--- src/rtl/irqdet_pkg.sv ---
package irqdet_pkg;

    localparam int BUS_DW = 32;
    localparam int ADDR_W = 8;

    localparam logic [ADDR_W-1:0] OFS_STATUS     = 8'h40;
    localparam logic [ADDR_W-1:0] OFS_ENABLE     = 8'h50;
    localparam logic [ADDR_W-1:0] OFS_TYPE       = 8'h60;
    localparam logic [ADDR_W-1:0] OFS_CLEAR      = 8'h70;
    localparam logic [ADDR_W-1:0] OFS_ENABLE_MSK = 8'hD0;

    // Per-pin trigger configuration gathered from three byte lanes.
    typedef struct packed {
        logic any_edge;
        logic edge_mode;
        logic pol;
    } trig_cfg_t;

    typedef enum logic [1:0] {
        DET_LEVEL,
        DET_RISE,
        DET_FALL,
        DET_ANY
    } det_kind_e;

    typedef struct packed {
        logic rise;
        logic fall;
    } transition_t;

    function automatic det_kind_e classify(trig_cfg_t c);
        if (!c.edge_mode)
            return DET_LEVEL;
        else if (c.any_edge)
            return DET_ANY;
        else if (c.pol)
            return DET_RISE;
        else
            return DET_FALL;
    endfunction

    function automatic trig_cfg_t pick_cfg(logic [23:0] t, int unsigned n);
        trig_cfg_t c;
        c.pol       = t[n];
        c.edge_mode = t[8 + n];
        c.any_edge  = t[16 + n];
        return c;
    endfunction

endpackage

--- src/rtl/irqdet_pin.sv ---
module irqdet_pin
    import irqdet_pkg::*;
(
    input  logic      clk,
    input  logic      rst,
    input  logic      pin_now,
    input  logic      pin_prev,
    input  trig_cfg_t cfg,
    input  logic      clr,
    output logic      stat_o
);

    det_kind_e   kind;
    transition_t tr;
    logic        hit;
    logic        lvl_match;
    logic        stat_q;

    always_comb begin
        kind    = classify(cfg);
        tr.rise = pin_now & ~pin_prev;
        tr.fall = ~pin_now & pin_prev;
        unique case (kind)
            DET_RISE: hit = tr.rise;
            DET_FALL: hit = tr.fall;
            DET_ANY:  hit = tr.rise | tr.fall;
            default:  hit = 1'b0;
        endcase
        lvl_match = cfg.pol ? pin_now : ~pin_now;
    end

    // Level pins track the condition; edge pins hold until cleared, a new edge beats a clear.
    always_ff @(posedge clk) begin
        if (rst)
            stat_q <= 1'b0;
        else if (kind == DET_LEVEL)
            stat_q <= lvl_match;
        else
            stat_q <= hit | (stat_q & ~clr);
    end

    assign stat_o = stat_q;

endmodule

--- src/rtl/irqdet_regs.sv ---
module irqdet_regs
    import irqdet_pkg::*;
#(
    parameter int NPINS = 8
) (
    input  logic                clk,
    input  logic                rst,
    input  logic                bus_wr,
    input  logic [ADDR_W-1:0]   bus_addr,
    input  logic [BUS_DW-1:0]   bus_wdata,
    input  logic [NPINS-1:0]    stat_i,
    output logic [NPINS-1:0]    en_o,
    output logic [3*NPINS-1:0]  type_o,
    output logic [NPINS-1:0]    clr_o,
    output logic [BUS_DW-1:0]   rdata_o
);

    localparam int TW = 3 * NPINS;

    logic [NPINS-1:0] en_q;
    logic [TW-1:0]    type_q;
    logic [NPINS-1:0] msk_sel;
    logic [NPINS-1:0] msk_val;

    assign msk_sel = bus_wdata[2*NPINS-1:NPINS];
    assign msk_val = bus_wdata[NPINS-1:0];

    always_ff @(posedge clk) begin
        if (rst) begin
            en_q   <= '0;
            type_q <= '0;
        end else if (bus_wr) begin
            unique case (bus_addr)
                OFS_ENABLE:     en_q   <= bus_wdata[NPINS-1:0];
                OFS_ENABLE_MSK: en_q   <= (en_q & ~msk_sel) | (msk_val & msk_sel);
                OFS_TYPE:       type_q <= bus_wdata[TW-1:0];
                default:        ;
            endcase
        end
    end

    assign clr_o = (bus_wr && bus_addr == OFS_CLEAR) ? bus_wdata[NPINS-1:0] : '0;

    always_comb begin
        rdata_o = '0;
        unique case (bus_addr)
            OFS_STATUS:                 rdata_o[NPINS-1:0] = stat_i;
            OFS_ENABLE, OFS_ENABLE_MSK: rdata_o[NPINS-1:0] = en_q;
            OFS_TYPE:                   rdata_o[TW-1:0]    = type_q;
            default:                    rdata_o            = '0;
        endcase
    end

    assign en_o   = en_q;
    assign type_o = type_q;

endmodule

--- src/rtl/pin_irq_detect.sv ---
module pin_irq_detect
    import irqdet_pkg::*;
#(
    parameter int NPINS = 8
) (
    input  logic              clk,
    input  logic              rst,
    input  logic [NPINS-1:0]  pin_in,
    input  logic              bus_wr,
    input  logic [7:0]        bus_addr,
    input  logic [31:0]       bus_wdata,
    output logic [31:0]       bus_rdata,
    output logic              irq
);

    localparam int TW = 3 * NPINS;

    logic [NPINS-1:0] prev_q;
    logic [NPINS-1:0] en_q;
    logic [TW-1:0]    type_q;
    logic [NPINS-1:0] clr_v;
    logic [NPINS-1:0] stat_q;

    // Previous sample follows the pins even in reset, so the first cycle sees no false edge.
    always_ff @(posedge clk) begin
        prev_q <= pin_in;
    end

    irqdet_regs #(.NPINS(NPINS)) u_regs (
        .clk       (clk),
        .rst       (rst),
        .bus_wr    (bus_wr),
        .bus_addr  (bus_addr),
        .bus_wdata (bus_wdata),
        .stat_i    (stat_q),
        .en_o      (en_q),
        .type_o    (type_q),
        .clr_o     (clr_v),
        .rdata_o   (bus_rdata)
    );

    for (genvar n = 0; n < NPINS; n++) begin : g_pin
        trig_cfg_t cfg_n;
        assign cfg_n.pol       = type_q[n];
        assign cfg_n.edge_mode = type_q[NPINS + n];
        assign cfg_n.any_edge  = type_q[2*NPINS + n];

        irqdet_pin u_pin (
            .clk      (clk),
            .rst      (rst),
            .pin_now  (pin_in[n]),
            .pin_prev (prev_q[n]),
            .cfg      (cfg_n),
            .clr      (clr_v[n]),
            .stat_o   (stat_q[n])
        );
    end

    assign irq = |(stat_q & en_q);

endmodule

--- config.mk ---
export PLATFORM = sky130hd
export DESIGN_NAME = pin_irq_detect
export DESIGN_NICKNAME = d
export VERILOG_FILES = /design/src/rtl/irqdet_pkg.sv /design/src/rtl/irqdet_pin.sv /design/src/rtl/irqdet_regs.sv /design/src/rtl/pin_irq_detect.sv
export SDC_FILE = /design/constraint.sdc
export NUM_CORES = 1
export LEC_CHECK = 0
export BUFFER_PORTS_ARGS = -buffer_cell sky130_fd_sc_hd__clkbuf_2
export CAP_MARGIN = 20
export CORE_ASPECT_RATIO = 0.8
export CORE_MARGIN = 2
export CORE_UTILIZATION = 50
export CTS_CLUSTER_DIAMETER = 80
export DETAILED_ROUTE_END_ITERATION = 6
export MAX_ROUTING_LAYER = met4
export PLACE_DENSITY = 0.77
export SLEW_MARGIN = 20
export SYNTH_ARGS = -nofsm -noshare
export SYNTH_HDL_FRONTEND = slang
export SYNTH_HIERARCHICAL = 1
export SYNTH_SLANG_ARGS = --single-unit
--- constraint.sdc ---
create_clock -name clk -period 2.4 [get_ports clk]
set_input_delay 0.36 -clock clk [delete_from_list [all_inputs] [get_ports clk]]
set_output_delay 0.36 -clock clk [all_outputs]
set_load 0.02 [all_outputs]
==> results of run 1 <==
[layer usage]
metal	global-route usage	vias up
li1	-	1180
met4	0.0632	0
met3	0.0455	7
met1	0.267	1083
met2	0.331	59
met5	-	-
[cells by family after synthesis]
group | share of synthesized area
AO/OA/AOI/OAI | 0.0906
adder cells (fa/ha/maj) | 0.0671
other | 0.00126
buffers and inverters | 0.0772
AND/OR/NAND/NOR | 0.284
multiplexers | 0.134
XOR/XNOR | 0.0235
flip-flops | 0.322
[worst paths after layout]
path | to | depth (start not counted)
setup / recovery | bus_rdata[6] | 6
hold / removal | prev_q[5]$_DFF_P_ | 1
hold reg to reg | register | 2
setup reg to reg | g_pin[3].u_pin/stat_o$_SDFF_PP0_ | 5
[metrics by stage]
stage          total power, uW  cell area (um2)
2_1_floorplan              944             3010
3_3_place_gp              1000             3350
3_5_place_dp              1010             3350
4_1_cts                   1460             3430
5_1_grt                   1520             3430
6_report                  1440             3430
[critical path, stage by stage]
cell and delay (ns):
clkbuf_2 0.10, nor4bb_1 0.45, nor2b_2 0.24, buf_4 0.23
a221o_1 0.21, clkbuf_2 0.18
[layout by cell type, fill, tap and decap left out, drive strengths merged, types with 4 or more instances in the layout]
| master | Yosys | routed |
|---|---|---|
| inv | 17 | 17 |
| xnor2 | 8 | 8 |
| dfxtp | 48 | 48 |
| nand2b | 72 | 72 |
| mux2i | 40 | 40 |
| a22oi | 4 | 4 |
| a221o | 8 | 8 |
| o2111ai | 8 | 8 |
| conb | 1 | 8 |
| ha | 16 | 16 |
| o2111a | 8 | 8 |
| nor3 | 8 | 8 |
| clkbuf | 8 | 73 |
| nor2 | 8 | 8 |
| and3 | 8 | 8 |
| buf | 15 | 8 |
| and2 | 24 | 24 |
[layout make-up]
cell class | count | area, um2 | area share
Multi-Input combinational cell | 229 | 1820 | 0.532
Clock buffer | 6 | 72.6 | 0.0212
Sequential cell | 48 | 961 | 0.280
Clock inverter | 1 | 5.00 | 0.00146
Tap cell | 81 | 101 | 0.0296
Timing Repair Buffer | 75 | 395 | 0.115
Inverter | 18 | 67.6 | 0.0197
[power by group]
part           internal, uW  switching, uW
Combinational          76.6           88.5
Clock                   199            257
Sequential              811           11.3
==> results.yml, run 1 <==
die:
  core_area_um2: 5850
  start_util: 0.510
  fp-row-count: 25
  die_area_um2: 6600
  fp.dieH_um: 73.1
  die_x_um: 90.4
  ios: 84
cells_and_area:
  drive_above_1_share: 0.247
  nets: 444
  postLayoutCoreUtil: 0.586
  area_growth_syn_to_layout_pct: 14.9
  antenna_cells: 0
  final_cells: 458
  nFillCells: 555
critical_path:
  cp.required_ns: 2.04
  path_max_fanout: 17
  cp-start-kind: "input port"
  critPathLaunch: "bus_addr[3]"
  reg2reg_from: "prev_q[3]$_DFF_P_"
  end_kind: "primary output"
  reg2reg_slack_ns: 1.31
  critPathKind: "in -> out"
  cp.arrival_ns: 1.78
sta:
  tightest_slew_ns: 0.518
  worst_slack_ns: 0.262
  relSlewSlack: 0.655
  hold_violations: 0
  rsz0062_at_grt: "false"
  setup_viol: 0
  max_clock_freq_ghz: 0.468
  min_period_ns: 2.14
  slew_violations: 0
  clock_skew_ns: 0.00294
  fin_tns_setup_ns: 0
  period_share: 0.891
  hold_slack_ns: 0.218
yosys:
  synth_area_per_cell_um2: 9.59
  ys_ff_latch: 48
  synth.top_cells.by_area: "dfxtp_1 32%, nand2b_1 15%, mux2i_1 13%"
  synth_cells: 311
  synth_warnings: 6
  async_flop_share: 0
  yosysSeqAreaShare: 0.322
  synth_cell_type_count: 31
  synth.top_cell.area_share: 0.322
  synthMostInstantiatedCell: "nand2b_1"
  ys.flop_type: "dfxtp_1"
  synthTopCellsByCount: "72 x nand2b_1, 48 x dfxtp_1, 40 x mux2i_1, 24 x and2_1, 17 x inv_1"
  yosys.area.top_type: "dfxtp_1"
  synth_edf_count: 0
  synth_area_um2: 2980
global_route:
  globalRoute.totalOverflow: 0
  antenna_found_initial: 0
  grt_pass1_wl_um: 10600
  grt_start_max_net_pins: 65
  grt_use_total: 0.208
  first_global_vias: 2250
hold_path:
  min-delay-start: "pin_in[5]"
  hp-class: "in -> reg"
placed_design:
  numPortBuffers: 67
  hpwl_um: 4550
  dp_cells: 451
  routabilityCongestion: 0.793
  place_ws_ns: 0.269
detailed_routing:
  met3RoutedLength_um: 371
  drcViolationCount: 0
  drt-total-wl_um: 6230
  wl_met1_um: 2980
  top_layer: "met4"
  ant_nets: 0
  dr_wl_met2_um: 2800
  num_vias: 2329
  wl_per_cell_um: 13.6
  vias_per_cell: 5.09
  drt_iter0_markers: 118
  drt_first_pass_iters: 4
clocking:
  cts_resized: 0
  cts_tree: "built"
  h-tree-depth: 2
  clock_latency_ns: 0.30
  cts_setup_buffers: 0
  cts_buffers: 5
  cts_root_buffer: "clkbuf_8"
  cts_buffer_depth: 2
  clock-sinks: 48
  clk_pin_slew_ns: 0.08
  hold_buffers: 0
pwr:
  worst_ir_drop_vdd_mv: 0.261
  p_leak_uw: 0.00152
  power_density_nw_per_um2: 421
job:
  cap_viol_max_count: 0
outcome:
  status: "finished, final reports clean"
Power figures use the tool's default switching activity.
==> run 2: changes to the inputs <==
--- a/config.mk
+++ b/config.mk
@@ -10,6 +10,7 @@
 export CORE_ASPECT_RATIO = 0.8
 export CORE_MARGIN = 2
 export CORE_UTILIZATION = 50
+export CTS_BUF_LIST = sky130_fd_sc_hd__clkbuf_4 sky130_fd_sc_hd__clkbuf_8
 export CTS_CLUSTER_DIAMETER = 80
 export DETAILED_ROUTE_END_ITERATION = 6
 export MAX_ROUTING_LAYER = met4
==> run 2 against run 1 <==
  * Critical path type unchanged
  * Non-clock buffer count stayed put
  * Global-route usage unchanged
  * Wire length increased by 0.45%
  * Clock-buffer cell count unchanged
  * Core utilization grew 0.064 points
  * Setup slack better by 0.00072 ns
  * Critical path depth unchanged
  * Sequential power about the same
  * Flip-flop and latch count unchanged
==> results.yml, run 2 (synthesized netlist as in run 1, its figures left out) <==
placed_design:
  dp_cells: 451
  routabilityCongestion: 0.793
  numPortBuffers: 67
  hpwl_um: 4550
cells_and_area:
  final_cell_mix: "72 x nand2b_1, 67 x clkbuf_2, 48 x dfxtp_1"
  nets: 444
  drive_above_1_share: 0.249
  final_cells: 458
  antenna_cells: 0
  postLayoutCoreUtil: 0.587
  layout_commonest_cell: "nand2b_1"
  area_growth_syn_to_layout_pct: 15.0
clocking:
  cts_root_buffer: "clkbuf_8"
  cts_tree: "built"
  cts_setup_buffers: 0
  cts_resized: 0
  clock-sinks: 48
  hold_buffers: 0
  h-tree-depth: 2
  cts_buffers: 5
  clock_latency_ns: 0.30
  cts_buffer_depth: 2
  clk_pin_slew_ns: 0.08
die:
  die_x_um: 90.4
  fp-row-count: 25
  start_util: 0.510
  fp.dieH_um: 73.1
  ios: 84
  die_area_um2: 6600
  core_area_um2: 5850
pwr:
  power_density_nw_per_um2: 424
  p_leak_uw: 0.00152
  worst_ir_drop_vdd_mv: 0.261
hold_path:
  hp-class: "in -> reg"
  min-delay-start: "pin_in[5]"
sta:
  rsz0062_at_grt: "false"
  hold_violations: 0
  hold_slack_ns: 0.218
  slew_violations: 0
  tightest_slew_ns: 0.516
  relSlewSlack: 0.656
  setup_viol: 0
  min_period_ns: 2.14
  max_clock_freq_ghz: 0.468
  period_share: 0.891
  clock_skew_ns: 0.00301
  fin_tns_setup_ns: 0
global_route:
  antenna_found_initial: 0
  grt_use_total: 0.208
  grt_pass1_wl_um: 10600
  first_global_vias: 2250
  globalRoute.totalOverflow: 0
  grt_start_max_net_pins: 65
detailed_routing:
  vias_per_cell: 5.11
  drt_first_pass_iters: 4
  num_vias: 2339
  drt_iter0_markers: 117
  drcViolationCount: 0
  drt-total-wl_um: 6260
  ant_nets: 0
  wl_per_cell_um: 13.7
outcome:
  status: "finished, final reports clean"
critical_path:
  cp_common_cell: "clkbuf_2"
  critPathSlowestCell: "nor4bb_1"
  cp.required_ns: 2.04
  cp-start-kind: "input port"
  critPathLaunch: "bus_addr[3]"
  path_max_fanout: 17
  reg2reg_from: "prev_q[3]$_DFF_P_"
  critPathKind: "in -> out"
  cp.arrival_ns: 1.78
  critPathMaxStageDelay_ns: 0.45
  path_buf_inv: 3
  crit_family: "simple AND/OR/NAND/NOR gates"
  end_kind: "primary output"
  crit_chain: "clkbuf_2 -> nor4bb_1 -> nor2b_2 -> buf_4 -> a221o_1 -> clkbuf_2"
job:
  cap_viol_max_count: 0
run 2: worst paths after layout:
| path | to | slack, ns | cells after the start |
|---|---|---|---|
| worst max-delay path | bus_rdata[6] | 0.26 | 6 |
| worst min-delay path | prev_q[5]$_DFF_P_ | 0.22 | 1 |
| worst max register to register | g_pin[3].u_pin/stat_o$_SDFF_PP0_ | 1.31 | 5 |
| worst min register to register | register | 0.50 | 2 |
run 2: stage by stage:
stage	worst slack [ns]	total power, uW	cell area [um2]
final	0.263	1460	3430
after global routing	0.133	1530	3430
after CTS	0.268	1470	3430
after detailed placement	0.269	1010	3350
after global placement	0.289	1000	3350
after floorplan	0.486	944	3010
run 2: where the power goes:
part	total (uW)	switching [uW]	internal [uW]
combinational	165	88.7	76.5
clock	469	259	210
sequential	822	11.3	811
run 2: worst reg2reg max path, cell delays in order, from the launching register on:
cell      delay, ns
dfxtp_1        0.34
inv_1          0.04
ha_1           0.17
mux2i_1        0.15
o2111a_1       0.22
nor3_2         0.05
run 2: cell type report:
cell class | instances | area (um2)
clock buffer | 6 | 76.3
clock inverter | 1 | 5.00
fill | 553 | 2420
inverter | 18 | 67.6
multi-input combinational | 229 | 1820
sequential | 48 | 961
tap | 81 | 101
timing repair buffer | 75 | 395
run 2: metal layers:
metal,vias to the layer above,routed length (um),track usage
met2,60,2800,0.331
li1,1179,-,-
met1,1093,3050,0.267
met3,7,321,0.0455
met4,0,84,0.0632
met5,-,0,-
